### src/rtl/uicnt_pkg.sv
// Shared widths and helpers for the underflow interrupt decimator.
// Assumes: the period field is narrow enough that a counter of the same
// width plus one carry bit covers every comparison.
package uicnt_pkg;
    parameter int unsigned PER_W = 4;
    typedef logic [PER_W-1:0] per_t;

    // Clamp a written period value into the legal range (0 becomes 1).
    function automatic per_t clamp_period(input per_t v);
        return (v == '0) ? per_t'(1) : v;
    endfunction
endpackage

### src/rtl/uicnt_period_reg.sv
// Holds the programmed period and decides what each write does.
// A write colliding with an underflow while every underflow counts and the
// timer runs is dropped and flagged; an accepted write while stopped or in
// qualified mode asks the counter to restart its sequence.
// Assumes: all inputs are synchronous to clk.
module uicnt_period_reg
    import uicnt_pkg::*;
(
    input  logic clk,
    input  logic rst_n,
    input  logic wr_en_i,
    input  per_t wr_data_i,
    input  logic mode_qual_i,
    input  logic tmr_run_i,
    input  logic uflow_i,
    output per_t period_o,
    output logic reload_o,
    output logic err_o
);
    logic collide;
    logic accept;
    per_t period_q;
    logic err_q;

    // Classify the current write request.
    always_comb begin
        collide  = wr_en_i && !mode_qual_i && tmr_run_i && uflow_i;
        accept   = wr_en_i && !collide;
        reload_o = accept && (!tmr_run_i || mode_qual_i);
    end

    // Period register and sticky collision flag.
    always_ff @(posedge clk) begin
        if (!rst_n) begin
            period_q <= per_t'(1);
            err_q    <= 1'b0;
        end else begin
            if (accept) period_q <= clamp_period(wr_data_i);
            if (collide) err_q   <= 1'b1;
        end
    end

    assign period_o = period_q;
    assign err_o    = err_q;

    AST_COLLIDE_KEEPS_PERIOD: assert property (@(posedge clk) disable iff (!rst_n)
        collide |=> $stable(period_q));
    AST_ERR_STICKY: assert property (@(posedge clk) disable iff (!rst_n)
        err_q |=> err_q);
    AST_PERIOD_NONZERO: assert property (@(posedge clk) disable iff (!rst_n)
        period_q != '0);
endmodule

### src/rtl/uicnt_div_core.sv
// Counts qualifying underflows and raises a one-clock interrupt when the
// count reaches the current target, reloading itself in the same cycle.
// The target is n, or n-1 (at least 1) for the first period of a fresh
// sequence when short start is selected.
// Assumes: reload_i wins over a counted event in the same cycle.
module uicnt_div_core
    import uicnt_pkg::*;
(
    input  logic clk,
    input  logic rst_n,
    input  logic uflow_i,
    input  logic qual_i,
    input  logic mode_qual_i,
    input  logic short_start_i,
    input  per_t period_i,
    input  logic reload_i,
    output logic irq_o
);
    localparam int unsigned CW = PER_W + 1;

    logic           ev;
    per_t           target;
    logic [CW-1:0]  next_cnt;
    logic           hit;
    per_t           cnt_q;
    logic           first_q;
    logic           irq_q;

    // Event qualification, target selection and terminal compare.
    always_comb begin
        ev = uflow_i && (mode_qual_i ? qual_i : 1'b1);
        if (first_q && short_start_i && (period_i > per_t'(1)))
            target = period_i - per_t'(1);
        else
            target = period_i;
        next_cnt = {1'b0, cnt_q} + CW'(1);
        hit = ev && !reload_i && (next_cnt >= {1'b0, target});
    end

    // Counter, first-period flag and registered interrupt pulse.
    always_ff @(posedge clk) begin
        if (!rst_n) begin
            cnt_q   <= '0;
            first_q <= 1'b1;
            irq_q   <= 1'b0;
        end else if (reload_i) begin
            cnt_q   <= '0;
            first_q <= 1'b1;
            irq_q   <= 1'b0;
        end else begin
            irq_q <= hit;
            if (hit) begin
                cnt_q   <= '0;
                first_q <= 1'b0;
            end else if (ev) begin
                cnt_q <= next_cnt[PER_W-1:0];
            end
        end
    end

    assign irq_o = irq_q;

    AST_IRQ_NEEDS_EVENT: assert property (@(posedge clk) disable iff (!rst_n)
        !ev |=> !irq_q);
    AST_UNQUALIFIED_HOLDS: assert property (@(posedge clk) disable iff (!rst_n)
        (mode_qual_i && uflow_i && !qual_i && !reload_i) |=> $stable(cnt_q));
    AST_RELOAD_CLEARS: assert property (@(posedge clk) disable iff (!rst_n)
        reload_i |=> (cnt_q == '0 && first_q && !irq_q));
    AST_FIRST_ENDS: assert property (@(posedge clk) disable iff (!rst_n)
        irq_q |-> !first_q);
endmodule

### src/rtl/uflow_irq_decimator.sv
// Top of the underflow interrupt decimator: a period register with write
// policy and a decimating counter that drives the interrupt pulse.
// Assumes: synchronous active-low reset; uflow_i is one cycle per underflow.
module uflow_irq_decimator
    import uicnt_pkg::*;
(
    input  logic             clk,
    input  logic             rst_n,
    input  logic             uflow_i,
    input  logic             qual_i,
    input  logic             mode_qual_i,
    input  logic             short_start_i,
    input  logic             tmr_run_i,
    input  logic             wr_en_i,
    input  logic [PER_W-1:0] wr_data_i,
    output logic             irq_o,
    output logic             wr_err_o
);
    per_t period;
    logic reload;

    // Period storage and write policy.
    uicnt_period_reg u_per (
        .clk         (clk),
        .rst_n       (rst_n),
        .wr_en_i     (wr_en_i),
        .wr_data_i   (wr_data_i),
        .mode_qual_i (mode_qual_i),
        .tmr_run_i   (tmr_run_i),
        .uflow_i     (uflow_i),
        .period_o    (period),
        .reload_o    (reload),
        .err_o       (wr_err_o)
    );

    // Decimating counter.
    uicnt_div_core u_core (
        .clk           (clk),
        .rst_n         (rst_n),
        .uflow_i       (uflow_i),
        .qual_i        (qual_i),
        .mode_qual_i   (mode_qual_i),
        .short_start_i (short_start_i),
        .period_i      (period),
        .reload_i      (reload),
        .irq_o         (irq_o)
    );

    AST_RESET_QUIET: assert property (@(posedge clk)
        !rst_n |=> (!irq_o && !wr_err_o));
endmodule

### config.mk
export PLATFORM = sky130hd
export DESIGN_NAME = uflow_irq_decimator
export DESIGN_NICKNAME = d
export VERILOG_FILES = /design/src/rtl/uicnt_pkg.sv /design/src/rtl/uicnt_period_reg.sv /design/src/rtl/uicnt_div_core.sv /design/src/rtl/uflow_irq_decimator.sv
export SDC_FILE = /design/constraint.sdc
export NUM_CORES = 1
export LEC_CHECK = 0
export BUFFER_PORTS_ARGS = -buffer_cell sky130_fd_sc_hd__buf_2
export CAP_MARGIN = 10
export CORE_MARGIN = 2
export CORE_UTILIZATION = 45
export CTS_CLUSTER_SIZE = 24
export DETAILED_ROUTE_END_ITERATION = 8
export HOLD_SLACK_MARGIN = 0.15
export PLACE_DENSITY = 0.68
export SETUP_SLACK_MARGIN = 0.2
export SLEW_MARGIN = 10
export SYNTH_ARGS = -nofsm -noshare
export SYNTH_HDL_FRONTEND = slang
export SYNTH_SLANG_ARGS = --single-unit
### constraint.sdc
create_clock -name clk -period 4.8 [get_ports clk]
set_input_delay 0.96 -clock clk [delete_from_list [all_inputs] [get_ports clk]]
set_output_delay 0.96 -clock clk [all_outputs]
set_load 0.1 [all_outputs]
* Word level (Yosys, flattened, before mapping) *
Cells that the tools add are included.
W data, S select, Z words.

word-level totals
  bits in registers = 11
  latch bits = 0
  bits in writable memories = 0
  memory bits (read-only) = 0
  input bits = 12
  output and inout port bits = 2
  memories kept = 0

cells by class
  add/subtract/negate cells = 2
  multiply operators = 0
  div/mod/pow operators = 0
  magnitude comparators = 2
  eq/ne operators = 0
  shift-type cells = 0
  multiplexer cells = 3
  bitwise gates (word level) = 1
  reduce and logical (&&, ||, !) cells = 18

operators with widths
  cell                   number
  $logic_and A1 B1 Y1    10
  $mux W4                2
  $add A4 B1 Y5 const B  1
  $ge A5 B4 Y1           1
  $gt A4 B1 Y1 const B   1
  $logic_not A1 Y1       4
  $logic_not A4 Y1       1
  $sub A4 B1 Y4 const B  1
  $reduce_or A3 Y1       1
  $reduce_or A2 Y1       1
  $logic_or A1 B1 Y1     1
  $mux W1                1
  $not A1 Y1             1

* Longest topological paths before layout *
  word-level depth = 11
  mapped depth = 11

* By module *
Synthesis repeated with hierarchy kept, for this count alone.

unflattened totals
  cells, all modules = 79
  area, all modules = 737.0 um^2

modules (own cells, without submodules)
  module            times used  cells an instance  area each (um^2)  seq. area each (um^2)
  uicnt_div_core    1           53                 500.5             120.1
  uicnt_period_reg  1           26                 236.5             100.1

* Least setup slack after synthesis *
Ideal clock, no wire load.

  path type = input-to-reg
  from = input short_start_i
  to = register u_core.irq_q (netlist: u_core.irq_o)
  data arrival time = 2.406 ns
  data required time = 4.685 ns
  path slack = 2.279 ns
  cell stages on the path = 7
  cell sequence = o311a_1 > xnor2_1 > ha_1 > nand2b_4 > a2111oi_4 > o21ai_2 > and2_1

on the way
  longest elaborated chain between the ends = 5

RTL lines
  what                              RTL line                   RTL
  start, declared                   uflow_irq_decimator.sv:12  input logic short_start_i,
  $logic_and A1 B1 Y1 (2 in a row)  uicnt_div_core.sv:32       if (first_q && short_start_i && (period_i > per_t'(1)))
  $mux W4                           uicnt_div_core.sv:32
  $ge A5 B4 Y1                      uicnt_div_core.sv:37       hit = ev && !reload_i && (next_cnt >= {1'b0, target});
  $logic_and A1 B1 Y1               uicnt_div_core.sv:37
  end signal, assigned              uicnt_div_core.sv:51       irq_q <= hit;
  end, declared                     uicnt_div_core.sv:27       logic irq_q;

Every way passes these cells.
A chain may end at the register's enable or synchronous reset.

* Worst setup path in the final report *
  from = register u_per.period_q[0] (netlist: u_per.period_o[0])
  to = register u_core.irq_q (netlist: u_core.irq_o)

on the way
  longest elaborated chain between the ends = 5
  elaborated cells on any way between the ends = 6
  classes of those cells = add/sub: 1; order compare: 2; mux: 1; reduce/logical: 2

RTL lines
  what                    RTL line                RTL
  start, declared         uicnt_period_reg.sv:22  per_t period_q;
  start signal, assigned  uicnt_period_reg.sv:35  period_q <= per_t'(1);
  start signal, assigned  uicnt_period_reg.sv:38  if (accept) period_q <= clamp_period(wr_data_i);
  $gt A4 B1 Y1            uicnt_div_core.sv:32
  $logic_and A1 B1 Y1     uicnt_div_core.sv:32
  $mux W4 *               uicnt_div_core.sv:32
  $ge A5 B4 Y1 *          uicnt_div_core.sv:37
  $logic_and A1 B1 Y1 *   uicnt_div_core.sv:37

Mark *: on every way between the ends. The rest lies on a longest branch, timed or not.

==> flow_summary.toml <==
[cts]
cts-root-buf = "clkbuf_4"
cts_hold_buffers = 0
numCtsBuffers = 3
cts_resized = 0
cts_tree = "yes"
clkTransAtPathRegs_ns = 0.07
cts_max_level = 1
clk_latency_ns = 0.27
postCtsSetupBuffers = 0
cts_buffer_depth = 2
cts.sinks = 11

[finish]
seq_area_um2 = 220
final_common_cell = "buf_2"
syn2layout_area_growth_pct = 15.3
fin_cells = 110
layout_common_cells = "13 x buf_2, 11 x dfxtp_1, 7 x ha_1"
multi_input_area_um2 = 482
final_layout_size_suffix_gt1_share_pct = 29.8
num_antenna_cells = 0
num-fill-cells = 143
nets = 114

[timing]
setup_viol_count_final = 0
hold_viol = 0
final-max-slew-violation-count = 0
worst_pin_slew_ns = 0.484
grt_setup_unrepaired = "no"
fmax_ghz = 0.413
fin_setup_tns_ns = 0
min_period_over_period_pct = 50.5
finalCriticalPeriod_ns = 2.42
timing.hold.ws_ns = 0.500
slew_headroom_pct = 68.0
clock_skew_ns = 0.00157

[drt]
via_count = 599
drtIter0Drc = 10
route.detailed.drc = 0
ant_nets = 0
first_pass_iters = 4
routedWlPerCell_um = 12.7
routed_wl_mm = 1.40
via_per_inst = 5.45

[critical_path]
crit_type = "reg2reg"
ff2ff_setup_slack_ns = 2.38
reg2reg_to = "u_core.irq_o$_SDFF_PP0_"
reg2reg_from = "u_per.period_o[0]$_SDFFE_PN1P_"
crit_path_end_kind = "flip-flop"
crit_arrival_ns = 2.59
cp-start-kind = "flip-flop"
cp.required_ns = 4.97
path_max_fanout = 5
r2r_cells = 10

[job]
maxCapViolations = 0

[yosys]
synth_seq_cells = 11
syn_area_per_cell_um2 = 9.46
synthCells = 77
synth_cell_types = 30
netlist_area_um2 = 728
synth-seq-area-share_pct = 30.2
yosys_warnings = 0
syn-num-nets = 96

[floorplanning]
dieArea_um2 = 1960
rows = 14
core_area_um2 = 1510
die_x_um = 44.2
chipHeight_um = 44.2
initial_utilization_pct = 48.3
io_pins = 14

[grt]
antenna_found_initial = 0
grt_max_degree = 8
grt_pass1_vias = 625
grt-ovfl-total = 0
track_usage_pct = 19.1
grt_pass1_wl_mm = 2.66

[hold_path]
hold_end = "u_per.err_o$_SDFFE_PN0P_"
hp-start = "u_per.err_o$_SDFFE_PN0P_"
hold_path_depth = 2
holdCritPathClass = "reg2reg"

[pwr]
p_leak_nw = 0.379
power_density_nw_per_um2 = 270
pwr-share-clk_pct = 28.2
seq_power_share_pct = 44.2
switching_share_pct = 30.6
ir_drop_mv = 0.155
p_switching_mw = 0.0694
p_int_mw = 0.157
combPwrFrac_pct = 27.6

[placement]
dpl.cell_count = 106
portBuffers = 13
place_hpwl_mm = 1.11
place_congestion = 0.808

[outcome]
status = "finished clean"
-- through the flow --
step | utilization (%) | setup WS, ns | cell area (um^2) | power, mW
finish | 55.7 | 2.38 | 840 | 0.227
global route | 55.7 | 2.16 | 840 | 0.243
CTS | 55.7 | 2.35 | 840 | 0.230
detailed placement | 54.0 | 2.11 | 813 | 0.165
global placement | 54.0 | 2.15 | 813 | 0.163
floorplan | - | 2.28 | 728 | 0.151
-- critical path, stage by stage, from the launching register on --
cell and delay [ns]:
dfxtp_1 0.39, inv_1 0.09, ha_1 0.21, nor2_1 0.10
o311a_1 0.24, xnor2_1 0.14, ha_1 0.24, nand2b_4 0.15
a2111oi_4 0.40, o21ai_2 0.17, and2_1 0.18
-- power by group through the flow --
stage	Clock (mW)	Combinational [mW]	Sequential [mW]
floorplan	0	0.0447	0.107
global placement	0	0.0607	0.102
detailed placement	0	0.0625	0.102
CTS	0.0662	0.0633	0.100
global route	0.0720	0.0696	0.101
finish	0.0639	0.0626	0.100
-- final cells by class --
cell class,count,area share [%]
Timing Repair Buffer,13,7.75
Clock buffer,4,3.13
Sequential cell,11,26.2
Multi-Input combinational cell,59,57.4
Tap cell,16,2.38
Inverter,7,3.13
-- layer usage --
metal | up-vias | share of wire, % | wire length, um | GRT usage, %
li1 | 308 | - | - | -
met1 | 275 | 49 | 689 | 24.8
met2 | 13 | 47 | 658 | 30.3
met3 | 3 | 2.4 | 34 | 3.67
met4 | 0 | 1.4 | 20 | 9.09
met5 | - | 0 | 0 | 0
-- worst max path at each step --
stage | startpoint | to | slack [ns] | cells past startpoint
5_1_grt | u_per.period_o[0]$_SDFFE_PN1P_ | u_core.cnt_q[1]$_SDFFE_PP0P_ | 2.16 | 10
6_report | u_per.period_o[0]$_SDFFE_PN1P_ | u_core.irq_o$_SDFF_PP0_ | 2.38 | 10
3_5_place_dp | short_start_i | u_core.irq_o$_SDFF_PP0_ | 2.11 | 8
4_1_cts | u_per.period_o[0]$_SDFFE_PN1P_ | u_core.cnt_q[1]$_SDFFE_PP0P_ | 2.35 | 10
3_3_place_gp | short_start_i | u_core.cnt_q[1]$_SDFFE_PP0P_ | 2.15 | 8
2_1_floorplan | short_start_i | u_core.irq_o$_SDFF_PP0_ | 2.28 | 7
-- synthesized netlist by cell type (all sizes together) --
cell type | n | area (um^2)
a21oi | 2 | 13.8
o21a | 2 | 15.0
nand2 | 5 | 18.8
o31ai | 3 | 37.5
o311a | 1 | 10.0
o211ai | 1 | 7.51
ha | 7 | 87.6
o2111ai | 1 | 8.76
nor2 | 5 | 18.8
nor2b | 5 | 33.8
o21ai | 4 | 27.5
a2bb2o | 1 | 20.0
inv | 7 | 26.3
or2 | 1 | 6.26
dfxtp | 11 | 220
a31oi | 1 | 6.26
nor3 | 2 | 10.0
xnor2 | 1 | 8.76
and2 | 1 | 6.26
xor2 | 4 | 35.0
a21o | 1 | 7.51
mux2i | 3 | 30.0
nand3 | 5 | 25.0
nand2b | 2 | 20.0
a2111oi | 1 | 27.5
-- state kept, by name, summed over array words and instances, names as in the netlist --
signal and flops:
u_per.err_o 1, u_core.first_q 1, u_core.irq_o 1, u_core.cnt_q 4, u_per.period_o 4
-- cells by family (layout without fill, tap and decap cells) --
family	count (synthesis)	count (layout)	synth area share (%)
multiplexers	3	3	4.12
flip-flops	11	11	30.2
AND/OR/NAND/NOR	26	26	19.1
AO/OA/AOI/OAI	18	18	24.9
adder cells (fa/ha/maj)	7	7	12.0
buffers and inverters	7	24	3.61
XOR/XNOR	5	5	6.01
(Power assumes the default switching activity.)
